### src/rtl/moesi_snoop_ctrl.sv
`timescale 1ns/1ps
module moesi_snoop_ctrl #(
  parameter int LINES  = 8,
  parameter int ADDR_W = 8,
  parameter int DATA_W = 16
) (
  input  logic              clk,
  input  logic              rst_n,
  input  logic              cpu_req,
  input  logic              cpu_we,
  input  logic [ADDR_W-1:0] cpu_addr,
  input  logic [DATA_W-1:0] cpu_wdata,
  output logic              cpu_done,
  output logic [DATA_W-1:0] cpu_rdata,
  output logic              bus_req,
  output logic [1:0]        bus_cmd,
  output logic [ADDR_W-1:0] bus_addr,
  output logic [DATA_W-1:0] bus_wdata,
  input  logic              bus_gnt,
  input  logic              bus_shared,
  input  logic [DATA_W-1:0] bus_rdata,
  input  logic              snp_valid,
  input  logic [1:0]        snp_cmd,
  input  logic [ADDR_W-1:0] snp_addr,
  input  logic              snp_opt_sel,
  output logic              snp_hit,
  output logic              snp_flush,
  output logic [DATA_W-1:0] snp_data
);
  localparam int IDX_W = $clog2(LINES);
  localparam int TAG_W = ADDR_W - IDX_W;

  localparam logic [2:0] ST_I = 3'd0, ST_S = 3'd1, ST_E = 3'd2, ST_O = 3'd3, ST_M = 3'd4;
  localparam logic [1:0] CMD_RD = 2'd0, CMD_RDX = 2'd1, CMD_UPG = 2'd2, CMD_WB = 2'd3;

  typedef enum logic [1:0] {P_IDLE, P_WB, P_REQ, P_DONE} phase_t;

  phase_t            phase_q;
  logic [2:0]        st_q  [LINES];
  logic [TAG_W-1:0]  tag_q [LINES];
  logic [DATA_W-1:0] dat_q [LINES];
  logic [DATA_W-1:0] rdata_q;

  logic [IDX_W-1:0] c_idx, s_idx;
  logic [TAG_W-1:0] c_tag, s_tag;
  logic [2:0]       c_st, s_st;
  logic             c_hit, c_dirty, wb_needed;
  logic [1:0]       req_cmd;

  assign c_idx = cpu_addr[IDX_W-1:0];
  assign c_tag = cpu_addr[ADDR_W-1:IDX_W];
  assign c_st  = st_q[c_idx];
  assign c_hit = (c_st != ST_I) && (tag_q[c_idx] == c_tag);
  assign c_dirty   = (c_st == ST_M) || (c_st == ST_O);
  assign wb_needed = !c_hit && c_dirty;
  assign req_cmd   = (c_hit && cpu_we) ? CMD_UPG : (cpu_we ? CMD_RDX : CMD_RD);

  assign s_idx = snp_addr[IDX_W-1:0];
  assign s_tag = snp_addr[ADDR_W-1:IDX_W];
  assign s_st  = st_q[s_idx];
  assign snp_hit   = snp_valid && (s_st != ST_I) && (tag_q[s_idx] == s_tag);
  assign snp_flush = snp_hit && (snp_cmd == CMD_RD || snp_cmd == CMD_RDX) &&
                     ((s_st == ST_M) || (s_st == ST_O) ||
                      (((s_st == ST_E) || (s_st == ST_S)) && snp_opt_sel));
  assign snp_data  = dat_q[s_idx];

  assign bus_req   = ((phase_q == P_WB) && wb_needed) || (phase_q == P_REQ);
  assign bus_cmd   = (phase_q == P_WB) ? CMD_WB : req_cmd;
  assign bus_addr  = (phase_q == P_WB) ? {tag_q[c_idx], c_idx} : cpu_addr;
  assign bus_wdata = dat_q[c_idx];
  assign cpu_done  = (phase_q == P_DONE);
  assign cpu_rdata = rdata_q;

  always_ff @(posedge clk) begin
    if (!rst_n) begin
      phase_q <= P_IDLE;
      rdata_q <= '0;
      for (int i = 0; i < LINES; i++) st_q[i] <= ST_I;
    end else begin
      if (snp_hit) begin
        case (snp_cmd)
          CMD_RD: begin
            if (s_st == ST_M) st_q[s_idx] <= ST_O;
            if (s_st == ST_E) st_q[s_idx] <= ST_S;
          end
          CMD_RDX, CMD_UPG: st_q[s_idx] <= ST_I;
          default: ;
        endcase
      end
      case (phase_q)
        P_IDLE: if (cpu_req && !snp_valid) begin
          if (c_hit && !cpu_we) begin
            rdata_q <= dat_q[c_idx];
            phase_q <= P_DONE;
          end else if (c_hit && (c_st == ST_E || c_st == ST_M)) begin
            st_q[c_idx]  <= ST_M;
            dat_q[c_idx] <= cpu_wdata;
            rdata_q      <= cpu_wdata;
            phase_q      <= P_DONE;
          end else begin
            phase_q <= wb_needed ? P_WB : P_REQ;
          end
        end
        P_WB: begin
          if (!wb_needed) phase_q <= P_REQ;
          else if (bus_gnt) begin
            st_q[c_idx] <= ST_I;
            phase_q     <= P_REQ;
          end
        end
        P_REQ: if (bus_gnt) begin
          tag_q[c_idx] <= c_tag;
          if (req_cmd == CMD_RD) begin
            st_q[c_idx]  <= bus_shared ? ST_S : ST_E;
            dat_q[c_idx] <= bus_rdata;
            rdata_q      <= bus_rdata;
          end else begin
            st_q[c_idx]  <= ST_M;
            dat_q[c_idx] <= cpu_wdata;
            rdata_q      <= cpu_wdata;
          end
          phase_q <= P_DONE;
        end
        default: phase_q <= P_IDLE;
      endcase
    end
  end
endmodule

### config.mk
export PLATFORM = sky130hd
export DESIGN_NAME = moesi_snoop_ctrl
export DESIGN_NICKNAME = d
export VERILOG_FILES = /design/src/rtl/moesi_snoop_ctrl.sv
export SDC_FILE = /design/constraint.sdc
export NUM_CORES = 1
export LEC_CHECK = 0
export ABC_AREA = 1
export BUFFER_PORTS_ARGS = -buffer_cell sky130_fd_sc_hd__buf_2
export CORE_ASPECT_RATIO = 2
export CORE_UTILIZATION = 45
export DETAILED_ROUTE_END_ITERATION = 16
export GPL_ROUTABILITY_DRIVEN = 0
export PLACE_DENSITY = 0.69
export SETUP_SLACK_MARGIN = 0.05
export SYNTH_ARGS = -nofsm -noshare
export SYNTH_HDL_FRONTEND = slang
export SYNTH_SLANG_ARGS = --single-unit
### constraint.sdc
create_clock -name clk -period 4.8 [get_ports clk]
set_input_delay 0.24 -clock clk [delete_from_list [all_inputs] [get_ports clk]]
set_output_delay 0.24 -clock clk [all_outputs]
set_load 0.005 [all_outputs]
## Yosys cells after proc, flatten, opt, wreduce, memory -nomap -nowiden

Memory sizes are Yosys's and may differ from the RTL's.
Index checks and enable logic that the tools add are counted.

- RAM bits: 192
- Word-level logic and storage cells: 134
- Output and inout port bits: 62
- Input port bits: 58
- Flip-flop bits (word level): 18
- Latch bits: 0
- ROM bits: 0
- Memories kept: 3

Memories:

| memory | words | bits a word | read ports | clocked after memory_dff | write ports | RTL line | text |
|---|---|---|---|---|---|---|---|
| dat_q | 8 | 16 | 2 | 0 | 1 | 41 | `logic [DATA_W-1:0] dat_q [LINES];` |
| tag_q | 8 | 5 | 2 | 0 | 1 | 40 | `logic [TAG_W-1:0] tag_q [LINES];` |
| st_q | 8 | 3 | 2 | 0 | 8 | 39 | `logic [2:0] st_q [LINES];` |

- Shifts and indexed selects: 0
- Order comparisons: 0
- Div/mod/pow operators: 0
- $mul: 0
- Reduce and logical (&&, ||, !) cells: 33
- Muxes and demuxes: 71
- $add $sub $neg: 0
- Bitwise logic cells: 7
- Equality and inequality tests: 18

Operator list:

| cell | count |
|---|---|
| 16-bit 2-to-1 mux | 7 |
| 1-bit 2-to-1 mux | 42 |
| 16-bit case mux with 2 select lines | 1 |
| 3-bit 2-to-1 mux | 9 |
| 2-bit 2-to-1 mux | 10 |
| 3-bit by 2-bit == test with 1-bit output (second input constant) | 4 |
| 1-bit logical AND | 12 |
| 5-bit == test | 2 |
| 8-bit 2-to-1 mux | 1 |
| 1-bit logical OR | 7 |
| 1-bit bitwise OR | 7 |
| 2-bit == test (second input constant) | 3 |
| 3-bit == test (second input constant) | 2 |
| 2-bit logical NOT | 3 |
| 3-bit inequality test (second input constant) | 2 |
| 2-bit case mux with 3 select lines | 1 |
| 3-bit nonzero test | 2 |
| 3-bit OR reduction | 2 |
| 2-bit by 1-bit == test with 1-bit output (second input constant) | 2 |
| 2-bit inequality test (second input constant) | 2 |
| 4-bit AND reduction | 1 |
| 3-bit by 1-bit == test with 1-bit output (second input constant) | 1 |
| 1-bit logical NOT | 3 |
| 3-bit AND reduction | 1 |
| 2 further kinds | 2 |

## Longest topological paths before layout

Gate-level depths: netlist of the first run.
An unclocked memory read counts as a cell.

- Depth after elaboration: 15
- Mapped depth: 20
- Mapped depth without buffers: 17

## Worst setup path before layout of the first run

Ideal clock, no wire load.

- Path type: input port to flip-flop
- Start: in cpu_addr[0]
- End: mem dat_q[0][0], enable pin
- Data arrival time: 2,234 ps
- Data required time: 4,412 ps
- Buffers on the path: 2
- Stages on the path: 15
- Library setup time: 388 ps
- Setup slack: 2,177 ps
- Cell sequence: buf_6 inv_8 buf_6 nand2_1 nand3_1 nand2_1 nor2_2 nand2_1 nand2_1 nand2_2 nor2_8 nand4_2 nand2_1 inv_1 nor2_1

- Word-level cells in the longest chain between the ends: 13
- Elaborated cells between the ends (all ways): 31
- Those cells by class: eq/ne (3); mux (17); bitwise (2); reduce/logical (7); memory (2)

RTL lines:

| element | RTL line | text |
|---|---|---|
| start, declared | 11 | `input logic [ADDR_W-1:0] cpu_addr,` |
| memory read 8 x 5 bit or memory read 8 x 3 bit (tied branches) | -- |  |
| 5-bit == test or 3-bit nonzero test (tied branches) | 53 | `assign c_hit = (c_st != ST_I) && (tag_q[c_idx] == c_tag);` |
| 1-bit logical AND | 53 |  |
| 1-bit logical AND | 56 | `assign req_cmd = (c_hit && cpu_we) ? CMD_UPG : (cpu_we ? CMD_RDX : CMD_RD);` |
| 2-bit 2-to-1 mux | 56 |  |
| 2-bit logical NOT | 113 | `if (req_cmd == CMD_RD) begin` |
| 1-bit 2-to-1 mux | 113 |  |
| 1-bit 2-to-1 mux | 111 | `P_REQ: if (bus_gnt) begin` |
| 1-bit 2-to-1 mux | 90 | `case (phase_q)` |
| 1-bit 2-to-1 mux | 75 | `if (!rst_n) begin` |
| 1-bit 2-to-1 mux (implied by the code) | 115 | `dat_q[c_idx] <= bus_rdata;` |
| 1-bit bitwise OR (no line) (2 in a row) | -- |  |
| end, declared | 41 |  |

Parallel ways exist; a longest one is shown, timed or not.

==> results of run 1 <==
[layout make-up]
class	instances	area (um^2)
Tap cell	340	425
Inverter	228	863
Clock buffer	23	510
Clock inverter	11	123
Fill cell	2385	12300
Timing Repair Buffer	149	846
Sequential cell	210	6130
Multi-Input combinational cell	921	4440
[worst max-delay path: cells and delay by family (launching register included)]
kind	cells	cell delay, ps
adder cells (fa/ha/maj)	1	670
buffers and inverters	6	1310
flip-flops	1	350
AND/OR/NAND/NOR	5	1130
[per-stage QoR]
stage / setup WS (ps) / area, um^2 / power [mW]
after floorplan: 2180 / 11800 / 2.93
after global placement: 1320 / 12700 / 3.32
after detailed placement: 1320 / 12700 / 3.33
after CTS: 1340 / 13300 / 4.88
after global routing: 886 / 13300 / 5.09
final: 1220 / 13300 / 4.90
[worst max-delay path by stage]
stage | end | slack, ps | depth (start not counted)
after CTS | st_q[6][0]$_DFFE_PP_ | 1340 | 12
after floorplan | dat_q[0][0]$_DFFE_PP_ | 2180 | 15
final | st_q[0][0]$_DFFE_PP_ | 1220 | 12
after global placement | st_q[7][0]$_DFFE_PP_ | 1320 | 13
after global routing | st_q[5][0]$_DFFE_PP_ | 890 | 12
after detailed placement | st_q[7][0]$_DFFE_PP_ | 1320 | 13
[sequential cells by signal, indices dropped and copies added, names as in the netlist]
name,flops
dat_q,128
tag_q,40
st_q,24
cpu_rdata,16
phase_q,2
[cells by family after synthesis]
| logic type | Yosys count |
|---|---|
| fa+ha+maj | 7 |
| flops | 210 |
| buf+inv | 286 |
| simple gates | 707 |
| compound gates | 207 |
[layer usage]
metal	global-route usage (%)	vias up	routed length, um
met4	31.4	0	4600
met1	28.9	5054	12300
met3	4.15	239	2490
li1	-	4940	-
met2	53.6	607	20900
met5	0	-	0
[Yosys cell counts (6+ instances only)]
cell	instances
a21oi_1	15
a221oi_1	35
a22oi_1	24
buf_2	14
buf_4	6
buf_6	12
clkbuf_1	24
clkinv_1	6
dfxtp_1	18
edfxtp_1	192
ha_1	7
inv_1	213
inv_2	8
nand2_1	447
nand2_2	10
nand3_1	82
nand4_1	27
nor2_1	122
nor2_2	6
o211ai_1	11
o21ai_0	60
o22ai_1	45
[power by group through the flow]
| stage | combinational (mW) | sequential (mW) | clock, mW |
|---|---|---|---|
| 4_1_cts | 1.14 | 2.16 | 1.58 |
| 5_1_grt | 1.27 | 2.17 | 1.65 |
| 2_1_floorplan | 0.736 | 2.19 | 0 |
| 3_5_place_dp | 1.14 | 2.20 | 0 |
| 3_3_place_gp | 1.12 | 2.19 | 0 |
| 6_report | 1.16 | 2.16 | 1.58 |
==> results.json, run 1 <==
{
  "synth_fa_ha_area_share_pct": 0.744,
  "ir_drop_v": 0.000241,
  "viasPerCell": 5.76,
  "ant_nets": 0,
  "worstSetupEndpointType": "register",
  "initial_core_util_pct": 45.9,
  "hold_buffers": 0,
  "min-delay-start": "cpu_addr[3]",
  "tightest_slew_ps": 1190,
  "rrSetupSlack_ps": 1220,
  "diodes": 0,
  "grt_pass1_vias": 10738,
  "worstPathArrival_ps": 3970,
  "synth-compound-area-share_pct": 11.5,
  "drcViolationCount": 0,
  "grt_util_all_layers_pct": 30.6,
  "synth_area_per_cell_um2": 8.31,
  "instances_no_fill": 1882,
  "netlist_top_cells_area": "edfxtp_1 49%, nand2_1 14%, inv_1 6.8%",
  "synth_seq_cells": 210,
  "port_buffers": 119,
  "fp.dieArea_um2": 26800,
  "cts_tree": "done",
  "yosys_most_used_dff": "edfxtp_1",
  "antenna_found_initial": 0,
  "power_frac_clock_pct": 32.3,
  "swShare_pct": 31.7,
  "path_cells": "inv_1 -> ha_1 -> clkinv_1 -> buf_4 -> nor2_1 -> clkinv_1 -> nor2_2 -> buf_4 -> inv_1 -> nor2_1 -> nand3_1 -> nand2_1",
  "synth-async-reset-ratio_pct": 0,
  "syn-cell-area_um2": 11800,
  "power_frac_comb_pct": 23.7,
  "syn_nets": 1482,
  "final_hold_viol_count": 0,
  "power.density_nw_per_um2": 368,
  "worstReg2RegEnd": "st_q[0][0]$_DFFE_PP_",
  "start_kind": "register",
  "synthXorXnorAreaFrac_pct": 0,
  "die_x_um": 116,
  "path_clk_slew_ps": 80,
  "worstSkewPairLatency_ps": 530,
  "startpoint": "phase_q[0]$_SDFFE_PN0P_",
  "grt_max_degree": 38,
  "io-pin-count": 120,
  "dp_hpwl_um": 29500,
  "synth.distinct_cells": 37,
  "post_cts_buffers": 0,
  "fin_crit_ps": 3580,
  "synth_top_family_by_area": "simple AND/OR/NAND/NOR gates",
  "grt_pass1_wl_um": 59300,
  "mostFrequentLayoutCells": "447 x nand2_1, 213 x inv_1, 192 x edfxtp_1, 121 x nor2_1, 119 x buf_2",
  "worstHoldPathType": "in -> reg",
  "yosys.area.top_type": "edfxtp_1",
  "setup_viol": 0,
  "reg2reg_from": "phase_q[0]$_SDFFE_PN0P_",
  "core-area_um2": 25700,
  "crit_type": "reg -> reg",
  "min_to": "tag_q[5][0]$_DFFE_PP_",
  "h-tree-depth": 1,
  "fin_tns_setup_ps": 0,
  "final_nets": 1594,
  "dpl.cell_count": 1848,
  "postSynthCellCount": 1417,
  "synth_top_area_share_pct": 49.0,
  "synth_sequential_area_ratio_pct": 52.0,
  "cts.path.max_buffers": 3,
  "final_common_cell": "nand2_1",
  "hold_ws_ps": 40.5,
  "clock-sinks": 210,
  "drv_slew": 0,
  "slew_headroom_pct": 19.6,
  "status": "finished, final reports clean",
  "p_leak_nw": 6.00,
  "maxCapViolCount": 0,
  "rsz0062_at_grt": "no",
  "final_util_pct": 52.0,
  "routed_wl_um": 40300,
  "fmaxAchievable_mhz": 279,
  "cts.repair.resized": 0,
  "p_int_mw": 3.35,
  "slowest_stage": "ha_1",
  "synth_edf_count": 192,
  "synthMuxAreaShare_pct": 0,
  "rows": 83,
  "fin_crit_sh_pct": 74.6,
  "final.setup_skew_ps": 40.0,
  "layout-drive-gt1-share_pct": 14.3,
  "synthSimpleGateAreaFrac_pct": 25.4,
  "yosysWarnings": 0,
  "wl_per_cell_um": 21.4,
  "drt_iter0_drc": 1048,
  "num_vias": 10840,
  "numCtsBuffers": 19,
  "first_pass_iters": 6,
  "die_h_um": 231,
  "root_buffer": "clkbuf_16",
  "critPathMaxStageDelay_ps": 670,
  "gr-total-overflow": 0,
  "cp_data_required_time_ps": 5190,
  "power.switching_mw": 1.55,
  "cp_max_fo": 28,
  "p_seq_share_pct": 44.1,
  "ff2ff_path_depth": 12,
  "area_delta_synth_final_pct": 13.2,
  "hold_depth": 1
}
No activity file was read; power rests on OpenSTA's default activity.
==> inputs of run 2 (changes only) <==
--- a/config.mk
+++ b/config.mk
@@ -11,7 +11,7 @@
 export CORE_UTILIZATION = 45
 export DETAILED_ROUTE_END_ITERATION = 16
 export GPL_ROUTABILITY_DRIVEN = 0
-export PLACE_DENSITY = 0.69
+export PLACE_DENSITY = 0.71
 export SETUP_SLACK_MARGIN = 0.05
 export SYNTH_ARGS = -nofsm -noshare
 export SYNTH_HDL_FRONTEND = slang
==> constraint.sdc (replaced) <==
create_clock -name clk -period 3.2 [get_ports clk]
set_input_delay 0.16 -clock clk [delete_from_list [all_inputs] [get_ports clk]]
set_output_delay 0.16 -clock clk [all_outputs]
set_load 0.005 [all_outputs]
==> run 2 against run 1 <==
Compared with the run above: utilization rose by 1.0 points; global-route usage rose by 0.63 points; hold slack got worse by 20 ps; clock power rose by 50%; clock skew fell by 25 ps; largest cell class unchanged; flip-flop and latch count did not move; via count rose by 2.0%; first-iteration DRC count rose by 17%; largest power group unchanged.
==> results.json, run 2 (synthesis gave the netlist of run 1 again) <==
{
  "core-area_um2": 25700,
  "area_delta_synth_final_pct": 15.5,
  "num_vias": 11059,
  "path_delay_family": "simple AND/OR/NAND/NOR gates",
  "status": "finished, final reports clean",
  "h-tree-depth": 1,
  "worstHoldPathType": "in -> reg",
  "largest_reg_flops": 128,
  "p_leak_nw": 6.18,
  "cts_tree": "done",
  "final_common_cell": "nand2_1",
  "setup_viol": 0,
  "die_x_um": 116,
  "top_register": "dat_q",
  "rows": 83,
  "crit_type": "reg -> reg",
  "final_nets": 1631,
  "io-pin-count": 120,
  "numCtsBuffers": 19,
  "grt_util_all_layers_pct": 31.3,
  "cp_data_required_time_ps": 3400,
  "viasPerCell": 5.77,
  "min-delay-start": "cpu_wdata[3]",
  "die_h_um": 231,
  "cts.path.max_buffers": 3,
  "worstSetupEndpointType": "register",
  "mostFrequentLayoutCells": "447 x nand2_1, 213 x inv_1, 192 x edfxtp_1, 121 x nor2_1, 119 x buf_2",
  "crit_top_cell": "nand2_1",
  "final_util_pct": 53.0,
  "seq_area_um2": 6130,
  "fmaxAchievable_mhz": 366,
  "post_cts_buffers": 0,
  "initial_core_util_pct": 45.9,
  "path_clk_slew_ps": 70,
  "final.setup_skew_ps": 15.4,
  "min_to": "cpu_rdata[3]$_SDFFE_PN0P_",
  "ir_drop_v": 0.000447,
  "worstSkewPairLatency_ps": 510,
  "clock-sinks": 210,
  "fin_tns_setup_ps": 0,
  "grt_pass1_vias": 10921,
  "wl_per_cell_um": 21.3,
  "ant_nets": 0,
  "root_buffer": "clkbuf_16",
  "diodes": 0,
  "grt_max_degree": 45,
  "final_hold_viol_count": 0,
  "reg2reg_from": "st_q[2][0]$_DFFE_PP_",
  "fp.dieArea_um2": 26800,
  "slew_headroom_pct": 15.9,
  "maxCapViolCount": 0,
  "start_kind": "register",
  "worstReg2RegEnd": "st_q[7][2]$_SDFFCE_PN0P_",
  "fin_crit_ps": 2730,
  "first_pass_iters": 5,
  "gr-total-overflow": 0,
  "slowest_stage": "nand3_2",
  "fin_crit_sh_pct": 85.3,
  "grt_pass1_wl_um": 60900,
  "port_buffers": 119,
  "rrSetupSlack_ps": 470,
  "drv_slew": 0,
  "dp_hpwl_um": 29800,
  "multi_input_area_um2": 4440,
  "power.density_nw_per_um2": 542,
  "tightest_slew_ps": 1250,
  "fillers": 2385,
  "cp.buffers_inverters": 1,
  "cp_max_fo": 23,
  "path_cells": "inv_1 -> nand2_1 -> nand3_1 -> nand2_1 -> nor2_1 -> nand2_1 -> nor2_1 -> nor2_1 -> nand3_4 -> nand4_2 -> nand3_2 -> nand2_1 -> nand3_1",
  "routed_wl_um": 40800,
  "drt_iter0_drc": 1223,
  "worstPathArrival_ps": 2930,
  "drcViolationCount": 0,
  "rsz0062_at_grt": "no",
  "hold_depth": 5,
  "layout-drive-gt1-share_pct": 15.9,
  "critPathMaxStageDelay_ps": 410,
  "antenna_found_initial": 0,
  "ff2ff_path_depth": 13,
  "reg_top3": "dat_q (128), tag_q (40), st_q (24)"
}
## run 2: cell types whose count changed in the layout (fill, tap and decap cells not counted), sizes merged
cell	before	now
clkinvlp	3	0
buf	149	184
dlygate4sd3	0	2
clkbuf	23	22
clkinv	10	14
inv	224	222
bufinv	2	3
## run 2: repair_timing
| action | CTS | global route |
|---|---|---|
| gates resized for setup | 0 | 0 |
| endpoints found under the hold margin | 16 | 0 |
| endpoints found under the setup margin | 0 | 0 |
| hold buffers | 2 | 0 |
## run 2: where the power goes
part | internal (mW) | switching [mW] | total [mW] | leakage (nW)
Combinational | 0.580 | 1.19 | 1.77 | 3.97
Sequential | 3.16 | 0.0780 | 3.24 | 1.91
Clock | 1.35 | 1.01 | 2.37 | 0.308
## run 2: how the worst max path moves through the flow
stage	startpoint	end	cells after the start
floorplan	cpu_addr[0]	dat_q[0][0]$_DFFE_PP_	15
global placement	cpu_addr[2]	st_q[5][1]$_DFFE_PP_	14
detailed placement	cpu_addr[2]	st_q[7][2]$_SDFFCE_PN0P_	14
CTS	tag_q[1][0]$_DFFE_PP_	st_q[7][2]$_SDFFCE_PN0P_	14
global route	st_q[2][0]$_DFFE_PP_	st_q[7][2]$_SDFFCE_PN0P_	12
finish	st_q[2][0]$_DFFE_PP_	st_q[7][2]$_SDFFCE_PN0P_	13
## run 2: worst reg2reg max path, cell delays in order (launching register included)
cell and delay, ps:
edfxtp_1 370, inv_1 200, nand2_1 100, nand3_1 90, nand2_1 70, nor2_1 170, nand2_1 90, nor2_1 180
nor2_1 100, nand3_4 130, nand4_2 120, nand3_2 410, nand2_1 210, nand3_1 200
## run 2: metal layers
layer / part of all wire [%] / vias to the layer above / wire (um) / track usage [%]
met2: 52 / 679 / 21300 / 55.6
met4: 9.1 / 0 / 3730 / 25.3
li1: - / 5014 / - / -
met5: 0 / - / 0 / 0
met3: 8.6 / 213 / 3490 / 5.01
met1: 30 / 5153 / 12300 / 31.0
## run 2: layout make-up
| class | count | area share (%) |
|---|---|---|
| clock buffers | 22 | 3.65 |
| clock inverters | 11 | 0.948 |
| inverters | 228 | 6.35 |
| multi-input cells | 921 | 32.6 |
| flip-flops and latches | 210 | 45.1 |
| well taps | 340 | 3.13 |
| repair buffers | 186 | 8.21 |
## run 2: through the flow
stage               hold WS, ps  area, um^2  total power, mW  setup WS, ps  std cells
floorplan                   259       11800             4.39           657       1417
global placement            501       12900             5.00           359       1883
detailed placement          504       12900             5.03           307       1883
CTS                        8.38       13600             7.36           527       1918
global route               4.00       13600             7.68           187       1918
finish                     20.8       13600             7.37           470       1918
==> inputs of run 3 (changes only) <==
--- a/config.mk
+++ b/config.mk
@@ -11,8 +11,10 @@
 export CORE_UTILIZATION = 45
 export DETAILED_ROUTE_END_ITERATION = 16
 export GPL_ROUTABILITY_DRIVEN = 0
+export GPL_TIMING_DRIVEN = 0
 export PLACE_DENSITY = 0.71
 export SETUP_SLACK_MARGIN = 0.05
+export SLEW_MARGIN = 20
 export SYNTH_ARGS = -nofsm -noshare
 export SYNTH_HDL_FRONTEND = slang
 export SYNTH_SLANG_ARGS = --single-unit
==> run 3 against run 2 <==
Compared with the run above: sequential share of layout area grew 0.11 points; final area shrank 0.25%; die area is the same; global-route usage grew 0.51 points; highest routed layer unchanged; clock-buffer cell count grew 3; clock power grew 3%; largest power group unchanged; critical endpoint is now dat_q[1][4]$_DFFE_PP_; cell count shrank 0.21%; hold slack gained 5.7 ps.
==> results.json, run 3 (synthesis gave the netlist of run 1 again) <==
{
  "status": "finished, final reports clean",
  "fp.dieArea_um2": 26800,
  "worstPathArrival_ps": 3250,
  "fmaxAchievable_mhz": 329,
  "layout-drive-gt1-share_pct": 14.4,
  "io-pin-count": 120,
  "p_int_mw": 5.16,
  "maxCapViolCount": 0,
  "power.switching_mw": 2.31,
  "antenna_found_initial": 0,
  "mostFrequentLayoutCells": "447 x nand2_1, 213 x inv_1, 192 x edfxtp_1, 128 x buf_2, 113 x nor2_1",
  "p_seq_share_pct": 43.4,
  "cts_tree": "done",
  "top_register": "dat_q",
  "fin_area_um2": 13600,
  "die_h_um": 231,
  "initial_core_util_pct": 45.9,
  "drt_iter0_drc": 1141,
  "final.setup_skew_ps": 15.5,
  "fin_crit_sh_pct": 95.1,
  "tightest_slew_ps": 1260,
  "gr-total-overflow": 0,
  "area_delta_synth_final_pct": 15.2,
  "final_common_cell": "nand2_1",
  "num_vias": 10998,
  "core-area_um2": 25700,
  "drv_slew": 0,
  "root_buffer": "clkbuf_16",
  "grt_util_all_layers_pct": 31.8,
  "first_pass_iters": 6,
  "cp_max_fo": 10,
  "h-tree-depth": 1,
  "grt_pass1_wl_um": 60800,
  "dpl.cell_count": 1879,
  "grt_max_degree": 16,
  "post_cts_buffers": 0,
  "power_frac_clock_pct": 32.5,
  "wl_per_cell_um": 22.0,
  "rsz0062_at_grt": "yes",
  "slew_headroom_pct": 15.8,
  "viasPerCell": 5.75,
  "power.density_nw_per_um2": 551,
  "worstSkewPairLatency_ps": 510,
  "p_leak_nw": 6.08,
  "final_nets": 1628,
  "largest_reg_flops": 128,
  "diodes": 0,
  "clock-sinks": 210,
  "path_clk_slew_ps": 70,
  "worstHoldPathType": "in -> reg",
  "setup_viol": 0,
  "start_kind": "register",
  "port_buffers": 114,
  "final_hold_viol_count": 0,
  "crit_type": "reg -> reg",
  "instances_no_fill": 1914,
  "rows": 83,
  "ir_drop_v": 0.000421,
  "drcViolationCount": 0,
  "die_x_um": 116,
  "reg_top3": "dat_q (128), tag_q (40), st_q (24)",
  "numCtsBuffers": 19,
  "swShare_pct": 30.9,
  "fin_crit_ps": 3040,
  "fillers": 2406,
  "power_frac_comb_pct": 24.2,
  "cp_data_required_time_ps": 3400,
  "grt_pass1_vias": 10632,
  "dp_hpwl_um": 31300,
  "worstSetupEndpointType": "register",
  "cts.path.max_buffers": 3,
  "post_dp_cell_area_um2": 12900,
  "routed_wl_um": 42100,
  "ant_nets": 0
}
==> run 3: changes by cell type in the layout (fill, tap and decap cells not counted), moves of 3 or more <==
cell | previous run | this run
clkbuf_1 | 2 | 30
clkinv_1 | 10 | 7
buf_2 | 119 | 128
o21ai_1 | 5 | 13
nor2_1 | 121 | 113
buf_4 | 64 | 6
buf_6 | 0 | 18
nor2_2 | 7 | 13
o21ai_0 | 60 | 52
==> run 3: layout make-up <==
| class | count | area (um^2) | area share (%) |
|---|---|---|---|
| Timing Repair Buffer | 125 | 698 | 5.15 |
| Sequential cell | 210 | 6130 | 45.2 |
| Buffer | 58 | 348 | 2.57 |
| Clock buffer | 25 | 498 | 3.67 |
| Tap cell | 340 | 425 | 3.14 |
| Multi-Input combinational cell | 921 | 4470 | 32.9 |
| Clock inverter | 7 | 134 | 0.987 |
| Inverter | 228 | 863 | 6.37 |
==> run 3: worst max-delay path, stage by stage (launching register included) <==
cell and delay [ps]:
edfxtp_1 320, inv_1 60, o21ai_0 290, nand2_1 100
nand2_1 110, nand2_1 50, nand2_1 120, inv_1 70
nand2_1 110, nand2_2 100, nor2_8 190, nand4_2 130
nand2_1 100, inv_1 200, nor2_2 520, buf_6 260
==> run 3: worst paths after layout <==
check,from,to,slack (ps),cells after the start
max,st_q[2][2]$_SDFFCE_PN0P_,dat_q[1][4]$_DFFE_PP_,160,15
min reg2reg,cpu_rdata[4]$_SDFFE_PN0P_,cpu_rdata[4]$_SDFFE_PN0P_,520,4
min,cpu_addr[3],tag_q[5][0]$_DFFE_PP_,30,1
max reg2reg,st_q[2][2]$_SDFFCE_PN0P_,dat_q[1][4]$_DFFE_PP_,160,15
==> run 3: repair_timing <==
action                                  4_1_cts  5_1_grt
hold buffers                                  3        0
endpoints found under the setup margin        8       79
hold endpoints to repair                     17        0
resized for setup                             1        5
pin swaps                                     0        0
==> run 3: power by group through the flow <==
stage	clock, mW	combinational (mW)	sequential, mW
detailed placement	0	1.75	3.30
finish	2.43	1.81	3.24
floorplan	0	1.10	3.29
global placement	0	1.73	3.29
global route	2.52	1.99	3.25
CTS	2.42	1.77	3.24
==> run 3: per-layer routing <==
layer / up-vias / track usage, % / share of wire [%]
met5: - / 0 / 0
met4: 0 / 28.0 / 10
met3: 240 / 5.64 / 7.7
met1: 5044 / 29.8 / 30
li1: 5005 / - / -
met2: 709 / 57.0 / 52
==> run 3: per-stage QoR <==
step | total power [mW] | utilization (%) | TNS, ps | setup WS (ps) | hold slack [ps]
2_1_floorplan | 4.39 | - | 0 | 657 | 259
6_report | 7.48 | 52.9 | 0 | 158 | 26.5
3_5_place_dp | 5.05 | 50.2 | -18.1 | -3.23 | 486
5_1_grt | 7.76 | 52.9 | 0 | 20.5 | 18.8
3_3_place_gp | 5.02 | 49.8 | -80340 | -714 | 486
4_1_cts | 7.42 | 52.8 | 0 | 201 | 12.8
